$ cat src/rtl/loc_arb_pkg.sv
package loc_arb_pkg;
  localparam int ACC_W          = 8;
  localparam int ACC_VALID_BIT  = 7;
  localparam int ACC_ACTIVE_BIT = 5;
  localparam int ACC_PEND_BIT   = 2;
  localparam int ACC_REQ_BIT    = 1;
endpackage

$ cat src/rtl/loc_init_timer.sv
module loc_init_timer #(
  parameter int INIT_CYCLES = 16
) (
  input  logic clk,
  input  logic rst_n,
  output logic ready
);
  localparam int CNT_W = $clog2(INIT_CYCLES + 1);

  logic [CNT_W-1:0] cnt;

  always_ff @(posedge clk or negedge rst_n) begin
    if (!rst_n) begin
      cnt   <= '0;
      ready <= 1'b0;
    end else if (!ready) begin
      cnt <= cnt + 1'b1;
      if (cnt == CNT_W'(INIT_CYCLES - 1)) ready <= 1'b1;
    end
  end
endmodule

$ cat src/rtl/loc_decode.sv
module loc_decode #(
  parameter int NUM_LOC   = 5,
  parameter int ADDR_W    = 16,
  parameter int WIN_SHIFT = 12
) (
  input  logic [ADDR_W-1:0]  addr,
  output logic [NUM_LOC-1:0] sel
);
  localparam int LSEL_W = ADDR_W - WIN_SHIFT;

  logic [LSEL_W-1:0]    win;
  logic [WIN_SHIFT-1:0] ofs;

  assign win = addr[ADDR_W-1:WIN_SHIFT];
  assign ofs = addr[WIN_SHIFT-1:0];

  for (genvar l = 0; l < NUM_LOC; l++) begin : g_win
    assign sel[l] = (ofs == '0) && (win == LSEL_W'(l));
  end
endmodule

$ cat src/rtl/loc_grant.sv
module loc_grant #(
  parameter int NUM_LOC = 5,
  parameter int LOC_W   = 3
) (
  input  logic               clk,
  input  logic               rst_n,
  input  logic               ready,
  input  logic [NUM_LOC-1:0] wr_sel,
  input  logic               wr_req,
  input  logic               wr_rel,
  output logic               owner_vld,
  output logic [LOC_W-1:0]   owner_idx,
  output logic [NUM_LOC-1:0] req_q,
  output logic               change
);
  logic [NUM_LOC-1:0] is_owner;
  logic [NUM_LOC-1:0] req_set;
  logic [NUM_LOC-1:0] req_all;
  logic [NUM_LOC-1:0] req_n;
  logic               rel;
  logic               vld_n;
  logic [LOC_W-1:0]   idx_n;
  logic [LOC_W-1:0]   top;

  function automatic logic [LOC_W-1:0] pick_top(input logic [NUM_LOC-1:0] v);
    pick_top = '0;
    for (int i = 0; i < NUM_LOC; i++)
      if (v[i]) pick_top = LOC_W'(i);
  endfunction

  for (genvar l = 0; l < NUM_LOC; l++) begin : g_own
    assign is_owner[l] = owner_vld && (owner_idx == LOC_W'(l));
    assign req_set[l]  = ready && wr_sel[l] && wr_req && !is_owner[l];
  end

  assign rel     = ready && wr_rel && |(wr_sel & is_owner);
  assign req_all = req_q | req_set;
  assign top     = pick_top(req_all);

  always_comb begin
    req_n = req_all;
    vld_n = owner_vld;
    idx_n = owner_idx;
    if (rel || !owner_vld) begin
      if (|req_all) begin
        vld_n = 1'b1;
        idx_n = top;
        req_n = req_all & ~(NUM_LOC'(1) << top);
      end else begin
        vld_n = 1'b0;
        idx_n = '0;
      end
    end
  end

  always_ff @(posedge clk or negedge rst_n) begin
    if (!rst_n) begin
      owner_vld <= 1'b0;
      owner_idx <= '0;
      req_q     <= '0;
      change    <= 1'b0;
    end else begin
      owner_vld <= vld_n;
      owner_idx <= idx_n;
      req_q     <= req_n;
      change    <= (vld_n != owner_vld) || (idx_n != owner_idx);
    end
  end
endmodule

$ cat src/rtl/loc_readback.sv
module loc_readback
  import loc_arb_pkg::*;
#(
  parameter int NUM_LOC = 5,
  parameter int LOC_W   = 3
) (
  input  logic               ready,
  input  logic [NUM_LOC-1:0] rd_sel,
  input  logic               owner_vld,
  input  logic [LOC_W-1:0]   owner_idx,
  input  logic [NUM_LOC-1:0] req_q,
  output logic [ACC_W-1:0]   rdata
);
  logic [ACC_W-1:0] win_val [NUM_LOC];

  for (genvar l = 0; l < NUM_LOC; l++) begin : g_val
    logic mine;
    assign mine = owner_vld && (owner_idx == LOC_W'(l));
    always_comb begin
      win_val[l]                 = '0;
      win_val[l][ACC_VALID_BIT]  = ready;
      win_val[l][ACC_ACTIVE_BIT] = mine;
      win_val[l][ACC_PEND_BIT]   = mine && (|req_q);
      win_val[l][ACC_REQ_BIT]    = req_q[l];
    end
  end

  always_comb begin
    rdata = '0;
    for (int l = 0; l < NUM_LOC; l++)
      if (rd_sel[l]) rdata = win_val[l];
  end
endmodule

$ cat src/rtl/loc_arbiter.sv
module loc_arbiter
  import loc_arb_pkg::*;
#(
  parameter int NUM_LOC     = 5,
  parameter int ADDR_W      = 16,
  parameter int WIN_SHIFT   = 12,
  parameter int INIT_CYCLES = 16,
  parameter int LOC_W       = $clog2(NUM_LOC)
) (
  input  logic              clk,
  input  logic              rst_n,
  input  logic [ADDR_W-1:0] bus_addr,
  input  logic              bus_wr,
  input  logic [ACC_W-1:0]  bus_wdata,
  output logic [ACC_W-1:0]  bus_rdata,
  output logic              ready_o,
  output logic              active_vld,
  output logic [LOC_W-1:0]  active_loc,
  output logic              loc_change
);
  logic [NUM_LOC-1:0] sel;
  logic [NUM_LOC-1:0] wr_sel;
  logic [NUM_LOC-1:0] req_q;

  loc_init_timer #(.INIT_CYCLES(INIT_CYCLES)) u_timer (
    .clk   (clk),
    .rst_n (rst_n),
    .ready (ready_o)
  );

  loc_decode #(.NUM_LOC(NUM_LOC), .ADDR_W(ADDR_W), .WIN_SHIFT(WIN_SHIFT)) u_dec (
    .addr (bus_addr),
    .sel  (sel)
  );

  assign wr_sel = bus_wr ? sel : '0;

  loc_grant #(.NUM_LOC(NUM_LOC), .LOC_W(LOC_W)) u_grant (
    .clk       (clk),
    .rst_n     (rst_n),
    .ready     (ready_o),
    .wr_sel    (wr_sel),
    .wr_req    (bus_wdata[ACC_REQ_BIT]),
    .wr_rel    (bus_wdata[ACC_ACTIVE_BIT]),
    .owner_vld (active_vld),
    .owner_idx (active_loc),
    .req_q     (req_q),
    .change    (loc_change)
  );

  loc_readback #(.NUM_LOC(NUM_LOC), .LOC_W(LOC_W)) u_rb (
    .ready     (ready_o),
    .rd_sel    (sel),
    .owner_vld (active_vld),
    .owner_idx (active_loc),
    .req_q     (req_q),
    .rdata     (bus_rdata)
  );
endmodule

$ cat config.mk
export PLATFORM = sky130hd
export DESIGN_NAME = loc_arbiter
export DESIGN_NICKNAME = d
export VERILOG_FILES = /design/src/rtl/loc_arb_pkg.sv /design/src/rtl/loc_init_timer.sv /design/src/rtl/loc_decode.sv /design/src/rtl/loc_grant.sv /design/src/rtl/loc_readback.sv /design/src/rtl/loc_arbiter.sv
export SDC_FILE = /design/constraint.sdc
export NUM_CORES = 1
export LEC_CHECK = 0
export BUFFER_PORTS_ARGS = -buffer_cell sky130_fd_sc_hd__buf_2
export CAP_MARGIN = 20
export CORE_AREA = 2 2 52 54
export DETAILED_ROUTE_END_ITERATION = 8
export DIE_AREA = 0 0 54 56
export GPL_ROUTABILITY_DRIVEN = 0
export HOLD_SLACK_MARGIN = 0.02
export PLACE_DENSITY = 0.77
export SLEW_MARGIN = 10
export SYNTH_ARGS = -nofsm -noshare
export SYNTH_HDL_FRONTEND = slang
export SYNTH_SLANG_ARGS = --single-unit
$ cat constraint.sdc
create_clock -name clk -period 2.84 [get_ports clk]
set_clock_uncertainty 0.15 [all_clocks]
set_input_delay 0.284 -clock clk [delete_from_list [all_inputs] [get_ports clk]]
set_output_delay 0.284 -clock clk [all_outputs]
set_load 0.1 [all_outputs]
==> report_table.html, run 1 <==
<table>
<tr><th>Metric</th><th>Value</th></tr>
<tr><th colspan="2">Die</th></tr>
<tr><td>Floorplan Core Area</td><td>between 2000 and 2500 um^2</td></tr>
<tr><td>Horizontal die dimension</td><td>54 um</td></tr>
<tr><td>Number of rows created at floorplan</td><td>18</td></tr>
<tr><td>Initial Utilization</td><td>~48%</td></tr>
<tr><td>Die Area</td><td>~3000 um^2</td></tr>
<tr><td>I/O pin cnt</td><td>approximately 40</td></tr>
<tr><td>Height of the die</td><td>around 56 um</td></tr>
<tr><th colspan="2">Job</th></tr>
<tr><td>Number of maximum-capacitance constraint violations</td><td>0</td></tr>
<tr><th colspan="2">Power and ir drop</th></tr>
<tr><td>Leakage Power</td><td>0.000653 uW</td></tr>
<tr><td>Pwr/cell area</td><td>306 nW/um^2</td></tr>
<tr><td>Worst supply voltage drop on vdd</td><td>0.255 mV</td></tr>
<tr><td>Power Total</td><td>around 400 uW</td></tr>
<tr><th colspan="2">CTS</th></tr>
<tr><td>Clock transition at the registers of the reported paths</td><td>~0.080 ns</td></tr>
<tr><td># hold bufs at CTS</td><td>1</td></tr>
<tr><td>Post-CTS Setup Inserts</td><td>0</td></tr>
<tr><td>Clock Tree Buf Depth</td><td>2</td></tr>
<tr><td>Number of gates resized after CTS</td><td>0</td></tr>
<tr><td>Clock buffers created by TritonCTS</td><td>3</td></tr>
<tr><td>Root buf cell</td><td>clkbuf_4</td></tr>
<tr><td>Clock Latency Late Sink</td><td>0.28 ns</td></tr>
<tr><td>Number of clock sinks seen by CTS</td><td>16</td></tr>
<tr><td>Clock tree from TritonCTS</td><td>yes</td></tr>
<tr><td>Count of H-tree levels built during CTS</td><td>1</td></tr>
<tr><th colspan="2">Worst setup path</th></tr>
<tr><td>Top fanout value on the critical path</td><td>11</td></tr>
<tr><td>Type of the setup path with the least slack</td><td>reg2out</td></tr>
<tr><td>Required time reported for the critical path endpoint</td><td>between 2 and 2.5 ns</td></tr>
<tr><td>Type of element capturing the critical path</td><td>output port</td></tr>
<tr><td>Kind of launch point of the worst setup path</td><td>flip-flop</td></tr>
<tr><td>Arrival @ worst endpoint</td><td>2.24 ns</td></tr>
<tr><th colspan="2">Synthesis</th></tr>
<tr><td>Leading cell types by count after synthesis</td><td>dfrtp_1, nor2_1, and3_1, buf_4, inv_1</td></tr>
<tr><td>Part of the Yosys area used for sequential elements</td><td>approximately a third</td></tr>
<tr><td>Most used standard cell by instance count after synthesis</td><td>dfrtp_1</td></tr>
<tr><td>Synthesis Warnings</td><td>0</td></tr>
<tr><td>Proportion of synthesized flip-flops having asynchronous set or reset</td><td>100%</td></tr>
<tr><td>Number of unique standard cell types used by synthesis</td><td>48</td></tr>
<tr><td>Area contributors post-synth</td><td>dfrtp_1, buf_4, buf_6, and3_1, nor2_1</td></tr>
<tr><td>Cell area after synthesis</td><td>1160 um^2</td></tr>
<tr><td>Share of the synthesized area in the top cell type</td><td>approximately a third</td></tr>
<tr><td>Count of flip-flops with a built-in enable after synthesis</td><td>0</td></tr>
<tr><td>Post-synth top flop</td><td>dfrtp_1</td></tr>
<tr><td>Synthesized area divided by synthesized cell count</td><td>9.46 um^2</td></tr>
<tr><td>Gate count of the mapped netlist</td><td>123</td></tr>
<tr><td>Total of flip-flops plus latches after synthesis</td><td>16</td></tr>
<tr><td>Cell type contributing the most total cell area after synthesis</td><td>dfrtp_1</td></tr>
<tr><th colspan="2">Cells and area</th></tr>
<tr><td>Area used by sequential logic in the layout</td><td>400 um^2</td></tr>
<tr><td>Layout cells sized above 1</td><td>29.1%</td></tr>
<tr><td>Area growth from synthesis to layout</td><td>12.5%</td></tr>
<tr><td># nets final</td><td>between 150 and 200</td></tr>
<tr><td># fillers</td><td>226</td></tr>
<tr><td>Multi-input logic area</td><td>approximately 670 um^2</td></tr>
<tr><td>Diodes inserted</td><td>0</td></tr>
<tr><th colspan="2">Route</th></tr>
<tr><td>Drt wl/cell</td><td>about 15 um</td></tr>
<tr><td>Total Wirelength</td><td>between 2 and 3 mm</td></tr>
<tr><td>Post-detailed-route count of antenna-violating nets</td><td>0</td></tr>
<tr><td>Total via count in the routed design</td><td>approximately 1,100</td></tr>
<tr><td>Detail-routed via count per cell</td><td>5.93</td></tr>
<tr><td>Number of iterations in the first detailed-routing pass</td><td>4</td></tr>
<tr><td>Number of remaining DRC errors</td><td>0</td></tr>
<tr><td>Count of routing violations after the opening detailed-route iteration</td><td>32</td></tr>
<tr><th colspan="2">STA</th></tr>
<tr><td>Number of pins with negative max-slew slack in the final report</td><td>0</td></tr>
<tr><td>Final worst-path cycle share</td><td>94.2%</td></tr>
<tr><td>Max transition margin</td><td>~66%</td></tr>
<tr><td>Post-route setup TNS</td><td>0 ns</td></tr>
<tr><td>Worst Max-Slew Pin Slew</td><td>slightly above 0.5 ns</td></tr>
<tr><td>Final number of hold-violating endpoints</td><td>0</td></tr>
<tr><td>Peak clock frequency supported by timing</td><td>around 0.37 GHz</td></tr>
<tr><td>RSZ-0062 raised after global routing</td><td>no</td></tr>
<tr><td>Final min period</td><td>2.67 ns</td></tr>
<tr><td>Count of final setup violators</td><td>0</td></tr>
<tr><th colspan="2">Global route</th></tr>
<tr><td>Overall routing resource usage</td><td>slightly above 20%</td></tr>
<tr><td>Wire length of the first global-routing pass</td><td>~4.6 mm</td></tr>
<tr><td>Via count of the first global-routing pass</td><td>about 1,000</td></tr>
<tr><td>Pin count of the biggest net entering global routing</td><td>17</td></tr>
<tr><td>Antenna violations before repair</td><td>0</td></tr>
<tr><td>Overflow after GRT</td><td>0</td></tr>
<tr><th colspan="2">Worst hold path</th></tr>
<tr><td>Path category of the worst min-delay check</td><td>in2async</td></tr>
<tr><th colspan="2">Placed design</th></tr>
<tr><td>Buffers added on ports</td><td>30</td></tr>
<tr><td>Detailed-placement wirelength estimate</td><td>2.11 mm</td></tr>
<tr><th colspan="2">Run status</th></tr>
<tr><td>Run status</td><td>complete, no violations</td></tr>
</table>
placed cells by master, fill, tap and decap left out, types with 2 or more instances in the layout:
master     count
buf_2         30
nor2_1        10
a41oi_1        2
ha_1           2
a41oi_2        2
conb_1         4
o21ai_0        4
inv_1          5
nor2b_1        2
clkbuf_4       3
nand3_1        3
nor3_1         3
and2_1         4
o2111ai_1      2
nor4_1         2
nand2_1        4
a41o_1         2
dfrtp_1       16
a21oi_1        3
and4_1         3
and3_1         5
nand2b_1       2
a31oi_1        3
a31o_1         2
nand4_1        4
xnor2_1        3
final timing paths:
path | depth (start not counted) | slack [ns] | end | from
max | 6 | 0.17 | bus_rdata[2] | u_grant.owner_idx[1]$_DFF_PN0_
min | 2 | 0.28 | u_timer.cnt[0]$_DFFE_PN0N_ | rst_n
max reg2reg | 6 | 0.51 | u_grant.change$_DFF_PN0_ | u_timer.ready$_DFF_PN0_
min reg2reg | 1 | 0.34 | u_timer.cnt[3]$_DFFE_PN0N_ | u_timer.cnt[3]$_DFFE_PN0N_
max in group asynchronous | 2 | 2.00 | u_timer.cnt[1]$_DFFE_PN0N_ | rst_n
min in group clk | 1 | 0.34 | u_timer.cnt[3]$_DFFE_PN0N_ | u_timer.cnt[3]$_DFFE_PN0N_
layer usage:
| layer | routed length, um | part of all wire, % | global-route usage (%) | vias to the layer above |
|---|---|---|---|---|
| met2 | 1360 | 51 | 33.4 | 36 |
| met4 | 51 | 1.9 | 8.93 | 0 |
| met3 | 155 | 5.8 | 2.96 | 7 |
| met1 | 1090 | 41 | 25.7 | 503 |
| met5 | 0 | 0 | 0 | - |
| li1 | - | - | - | 509 |
report_power, final:
group          internal, uW  switching [uW]  leakage (uW)
logic                  17.5            43.7      0.000432
registers               228           0.146      0.000208
clock network          49.1            61.9     0.0000138
sequential cells by signal, indices dropped and copies added (netlist names):
name,count
u_grant.req_q,5
u_grant.change,1
u_timer.ready,1
u_grant.owner_idx,3
u_timer.cnt,5
u_grant.owner_vld,1
through the flow:
step                util, %  instances  instance area (um^2)  hold WS (ns)  setup slack [ns]
floorplan                 -        126                  1190        -0.162            -0.491
global placement       52.5        174                  1280        0.0579             0.442
detailed placement     52.5        174                  1280        0.0643             0.363
CTS                    53.8        178                  1310         0.285             0.149
global route           53.8        178                  1310         0.317            0.0324
finish                 53.8        178                  1310         0.283             0.166
cells by family (layout without fill, tap and decap cells):
kind of cell / Yosys count / after routing / synth area share, %
and+or+nand+nor: 51 / 51 / 26.0
AOI/OAI and AO/OA: 29 / 29 / 20.1
buffers and inverters: 17 / 39 / 10.1
DFF: 16 / 16 / 34.4
xor gates and xnor gates: 4 / 4 / 3.01
muxes: 3 / 3 / 3.87
adders and majority gates: 2 / 2 / 2.15
other: 1 / 4 / 0.322
worst max-delay path, stage by stage, from the launching register on:
cell and delay [ns]:
dfrtp_1 0.53, nor4bb_1 0.33, a31o_1 0.13, a32o_2 0.19, and3_2 0.19, a21boi_4 0.16
buf_2 0.43
final cells by class:
type                    count  area share (%)
multi-input cells          93            51.1
flip-flops and latches     16            30.6
repair buffers             31            12.2
well taps                  30            2.87
clock buffers               3            1.72
inverters                   5            1.43
(Power assumes the default switching activity.)
==> inputs of run 2 (changes only) <==
--- a/constraint.sdc
+++ b/constraint.sdc
@@ -3,3 +3,3 @@
 set_input_delay 0.284 -clock clk [delete_from_list [all_inputs] [get_ports clk]]
 set_output_delay 0.284 -clock clk [all_outputs]
-set_load 0.1 [all_outputs]
+set_load 0.05 [all_outputs]
==> run 2 against run 1 <==
Count of clock-buffer cells in the layout rose by 1. Worst hold slack got worse by 0.0059 ns. Maximum frequency increased by 6.7%. Global-route usage fell by 0.99 points. Power up 6.2%. Largest cell class unchanged. Cell count grew 0.56%.
==> report_table.html, run 2 (synthesis results as in run 1) <==
<table>
<tr><th>Metric</th><th>Value</th></tr>
<tr><th colspan="2">Route</th></tr>
<tr><td>Count of routing violations after the opening detailed-route iteration</td><td>28</td></tr>
<tr><td>Number of remaining DRC errors</td><td>0</td></tr>
<tr><td>Post-detailed-route count of antenna-violating nets</td><td>0</td></tr>
<tr><td>Detail-routed via count per cell</td><td>a little under 6</td></tr>
<tr><td>Total via count in the routed design</td><td>1,061</td></tr>
<tr><td>Drt wl/cell</td><td>approximately 15 um</td></tr>
<tr><td>Total Wirelength</td><td>~2.6 mm</td></tr>
<tr><td>Number of iterations in the first detailed-routing pass</td><td>4</td></tr>
<tr><th colspan="2">Worst setup path</th></tr>
<tr><td>Kind of launch point of the worst setup path</td><td>flip-flop</td></tr>
<tr><td>Type of the setup path with the least slack</td><td>reg2out</td></tr>
<tr><td>Worst Setup SP</td><td>u_grant.owner_idx[2]$_DFF_PN0_</td></tr>
<tr><td>Type of element capturing the critical path</td><td>output port</td></tr>
<tr><td>Startpoint of the worst-slack reg-to-reg timing path</td><td>u_grant.owner_idx[2]$_DFF_PN0_</td></tr>
<tr><td>Top fanout value on the critical path</td><td>8</td></tr>
<tr><td>Logic depth of the worst register-to-register path</td><td>6</td></tr>
<tr><td>Arrival @ worst endpoint</td><td>a little over 2 ns</td></tr>
<tr><td>Required time reported for the critical path endpoint</td><td>between 2 and 2.5 ns</td></tr>
<tr><th colspan="2">Global route</th></tr>
<tr><td>Fraction of met3 tracks used by global routing</td><td>roughly 3.8%</td></tr>
<tr><td>Grt met2 use</td><td>30.0%</td></tr>
<tr><td>Overflow after GRT</td><td>0</td></tr>
<tr><td>Wire length of the first global-routing pass</td><td>~4.4 mm</td></tr>
<tr><td>Most used routing layer in global routing</td><td>met2</td></tr>
<tr><td>Antenna violations before repair</td><td>0</td></tr>
<tr><td>Via count of the first global-routing pass</td><td>just under 1,000</td></tr>
<tr><td>Pin count of the biggest net entering global routing</td><td>17</td></tr>
<tr><td>Overall routing resource usage</td><td>between 10% and 20%</td></tr>
<tr><td>Global routing usage on met1</td><td>between 20% and 30%</td></tr>
<tr><th colspan="2">CTS</th></tr>
<tr><td>Root buf cell</td><td>clkbuf_4</td></tr>
<tr><td>Number of clock sinks seen by CTS</td><td>16</td></tr>
<tr><td>Clock Tree Buf Depth</td><td>2</td></tr>
<tr><td>Count of H-tree levels built during CTS</td><td>1</td></tr>
<tr><td>Post-CTS Setup Inserts</td><td>0</td></tr>
<tr><td>Clock transition at the registers of the reported paths</td><td>approximately 0.090 ns</td></tr>
<tr><td>Clock tree from TritonCTS</td><td>yes</td></tr>
<tr><td>Clock Latency Late Sink</td><td>~0.28 ns</td></tr>
<tr><td>Clock buffers created by TritonCTS</td><td>3</td></tr>
<tr><th colspan="2">STA</th></tr>
<tr><td>Peak clock frequency supported by timing</td><td>0.399 GHz</td></tr>
<tr><td>Number of pins with negative max-slew slack in the final report</td><td>0</td></tr>
<tr><td>RSZ-0062 raised after global routing</td><td>no</td></tr>
<tr><td>Count of final setup violators</td><td>0</td></tr>
<tr><td>Final number of hold-violating endpoints</td><td>0</td></tr>
<tr><td>Worst Max-Slew Pin Slew</td><td>approximately 0.53 ns</td></tr>
<tr><td>Post-route setup TNS</td><td>0 ns</td></tr>
<tr><td>Final worst-path cycle share</td><td>88.2%</td></tr>
<tr><td>Max transition margin</td><td>roughly 65%</td></tr>
<tr><td>Final min period</td><td>approximately 2.5 ns</td></tr>
<tr><td>Final worst slack</td><td>0.335 ns</td></tr>
<tr><th colspan="2">Placed design</th></tr>
<tr><td>Detailed-placement wirelength estimate</td><td>roughly 2.0 mm</td></tr>
<tr><td>Post-Place Worst Slack</td><td>between 0.3 and 0.4 ns</td></tr>
<tr><td>Placed standard-cell area</td><td>about 1300 um^2</td></tr>
<tr><td>Buffers added on ports</td><td>30</td></tr>
<tr><th colspan="2">Run status</th></tr>
<tr><td>Run status</td><td>complete, no violations</td></tr>
<tr><th colspan="2">Die</th></tr>
<tr><td>Die Area</td><td>a little over 3000 um^2</td></tr>
<tr><td>Height of the die</td><td>roughly 56 um</td></tr>
<tr><td>Horizontal die dimension</td><td>~54 um</td></tr>
<tr><td>Initial Utilization</td><td>47.8%</td></tr>
<tr><td>Floorplan Core Area</td><td>between 2000 and 2500 um^2</td></tr>
<tr><td>I/O pin cnt</td><td>41</td></tr>
<tr><td>Number of rows created at floorplan</td><td>18</td></tr>
<tr><th colspan="2">Worst hold path</th></tr>
<tr><td>Path category of the worst min-delay check</td><td>in2async</td></tr>
<tr><th colspan="2">Cells and area</th></tr>
<tr><td>Area growth from synthesis to layout</td><td>13.5%</td></tr>
<tr><td>Largest regs</td><td>u_grant.req_q: 5 flops, u_timer.cnt: 5 flops, u_grant.owner_idx: 3 flops</td></tr>
<tr><td>Most common cell after layout, fill and taps aside</td><td>buf_2</td></tr>
<tr><td>Diodes inserted</td><td>0</td></tr>
<tr><td>Final core occ</td><td>roughly 54%</td></tr>
<tr><td>Layout cells sized above 1</td><td>between 20% and 30%</td></tr>
<tr><td>Non-Filler Cell Area, Final</td><td>between 1000 and 1500 um^2</td></tr>
<tr><td>Commonest cells after routing, fill and taps aside</td><td>buf_2, dfrtp_1, nor2_1, and3_1, inv_1</td></tr>
<tr><td># nets final</td><td>179</td></tr>
<tr><th colspan="2">Power and ir drop</th></tr>
<tr><td>Worst supply voltage drop on vdd</td><td>slightly below 0.3 mV</td></tr>
<tr><td>Leakage Power</td><td>~0.00066 uW</td></tr>
<tr><td>Pwr/cell area</td><td>~320 nW/um^2</td></tr>
<tr><th colspan="2">Job</th></tr>
<tr><td>Number of maximum-capacitance constraint violations</td><td>0</td></tr>
</table>
-- run 2: changes by cell type in the layout (fill, tap and decap cells not counted) --
| cell | previous run | this run |
|---|---|---|
| a21boi_0 | 0 | 1 |
| and3_1 | 5 | 6 |
| clkbuf_8 | 0 | 1 |
| and3_2 | 1 | 0 |
| a21boi_1 | 1 | 0 |
-- run 2: per-layer routing --
metal,wire length (um),part of all wire [%],vias up
met5,0,0,-
met4,48,1.8,0
met3,158,6.1,7
met2,1300,50,46
met1,1100,42,500
li1,-,-,508
-- run 2: repair_timing --
action	CTS	global route
hold buffers	1	0
hold endpoints to repair	16	0
resized for setup	0	0
-- run 2: layout make-up --
| class | instances | area [um^2] |
|---|---|---|
| Clock buffer | 4 | 36.3 |
| Fill cell | 225 | 1110 |
| Inverter | 5 | 18.8 |
| Multi-Input combinational cell | 93 | 668 |
| Sequential cell | 16 | 400 |
| Tap cell | 30 | 37.5 |
| Timing Repair Buffer | 31 | 160 |
-- run 2: final timing paths --
path                                                        to  slack [ns]
min in group clk                    u_timer.cnt[3]$_DFFE_PN0N_        0.33
worst max register to register        u_grant.change$_DFF_PN0_        0.56
worst max-delay path                              bus_rdata[2]        0.33
worst min-delay path            u_grant.owner_idx[0]$_DFF_PN0_        0.28
max in group asynchronous           u_grant.req_q[4]$_DFF_PN0_        2.01
worst min register to register      u_timer.cnt[3]$_DFFE_PN0N_        0.33
-- run 2: critical path, stage by stage, from the launching register on --
cell and delay (ns):
dfrtp_1 0.48, nor2b_1 0.30, a31o_1 0.18, a32o_2 0.19, and3_1 0.20, a21boi_4 0.17, buf_2 0.27
-- run 2: metrics by stage --
stage          hold WS, ns  power, uW  instances
5_1_grt              0.293        447        179
3_5_place_dp        0.0624        281        174
2_1_floorplan       -0.162        265        126
6_report             0.277        425        179
3_3_place_gp        0.0503        279        174
4_1_cts              0.293        432        179
-- run 2: report_power, final --
group,internal [uW],switching [uW],leakage [uW]
sequential,228,0.142,0.000208
combinational,17.5,32.2,0.000432
clock,78.0,69.5,0.0000210
total,323,102,0.000661
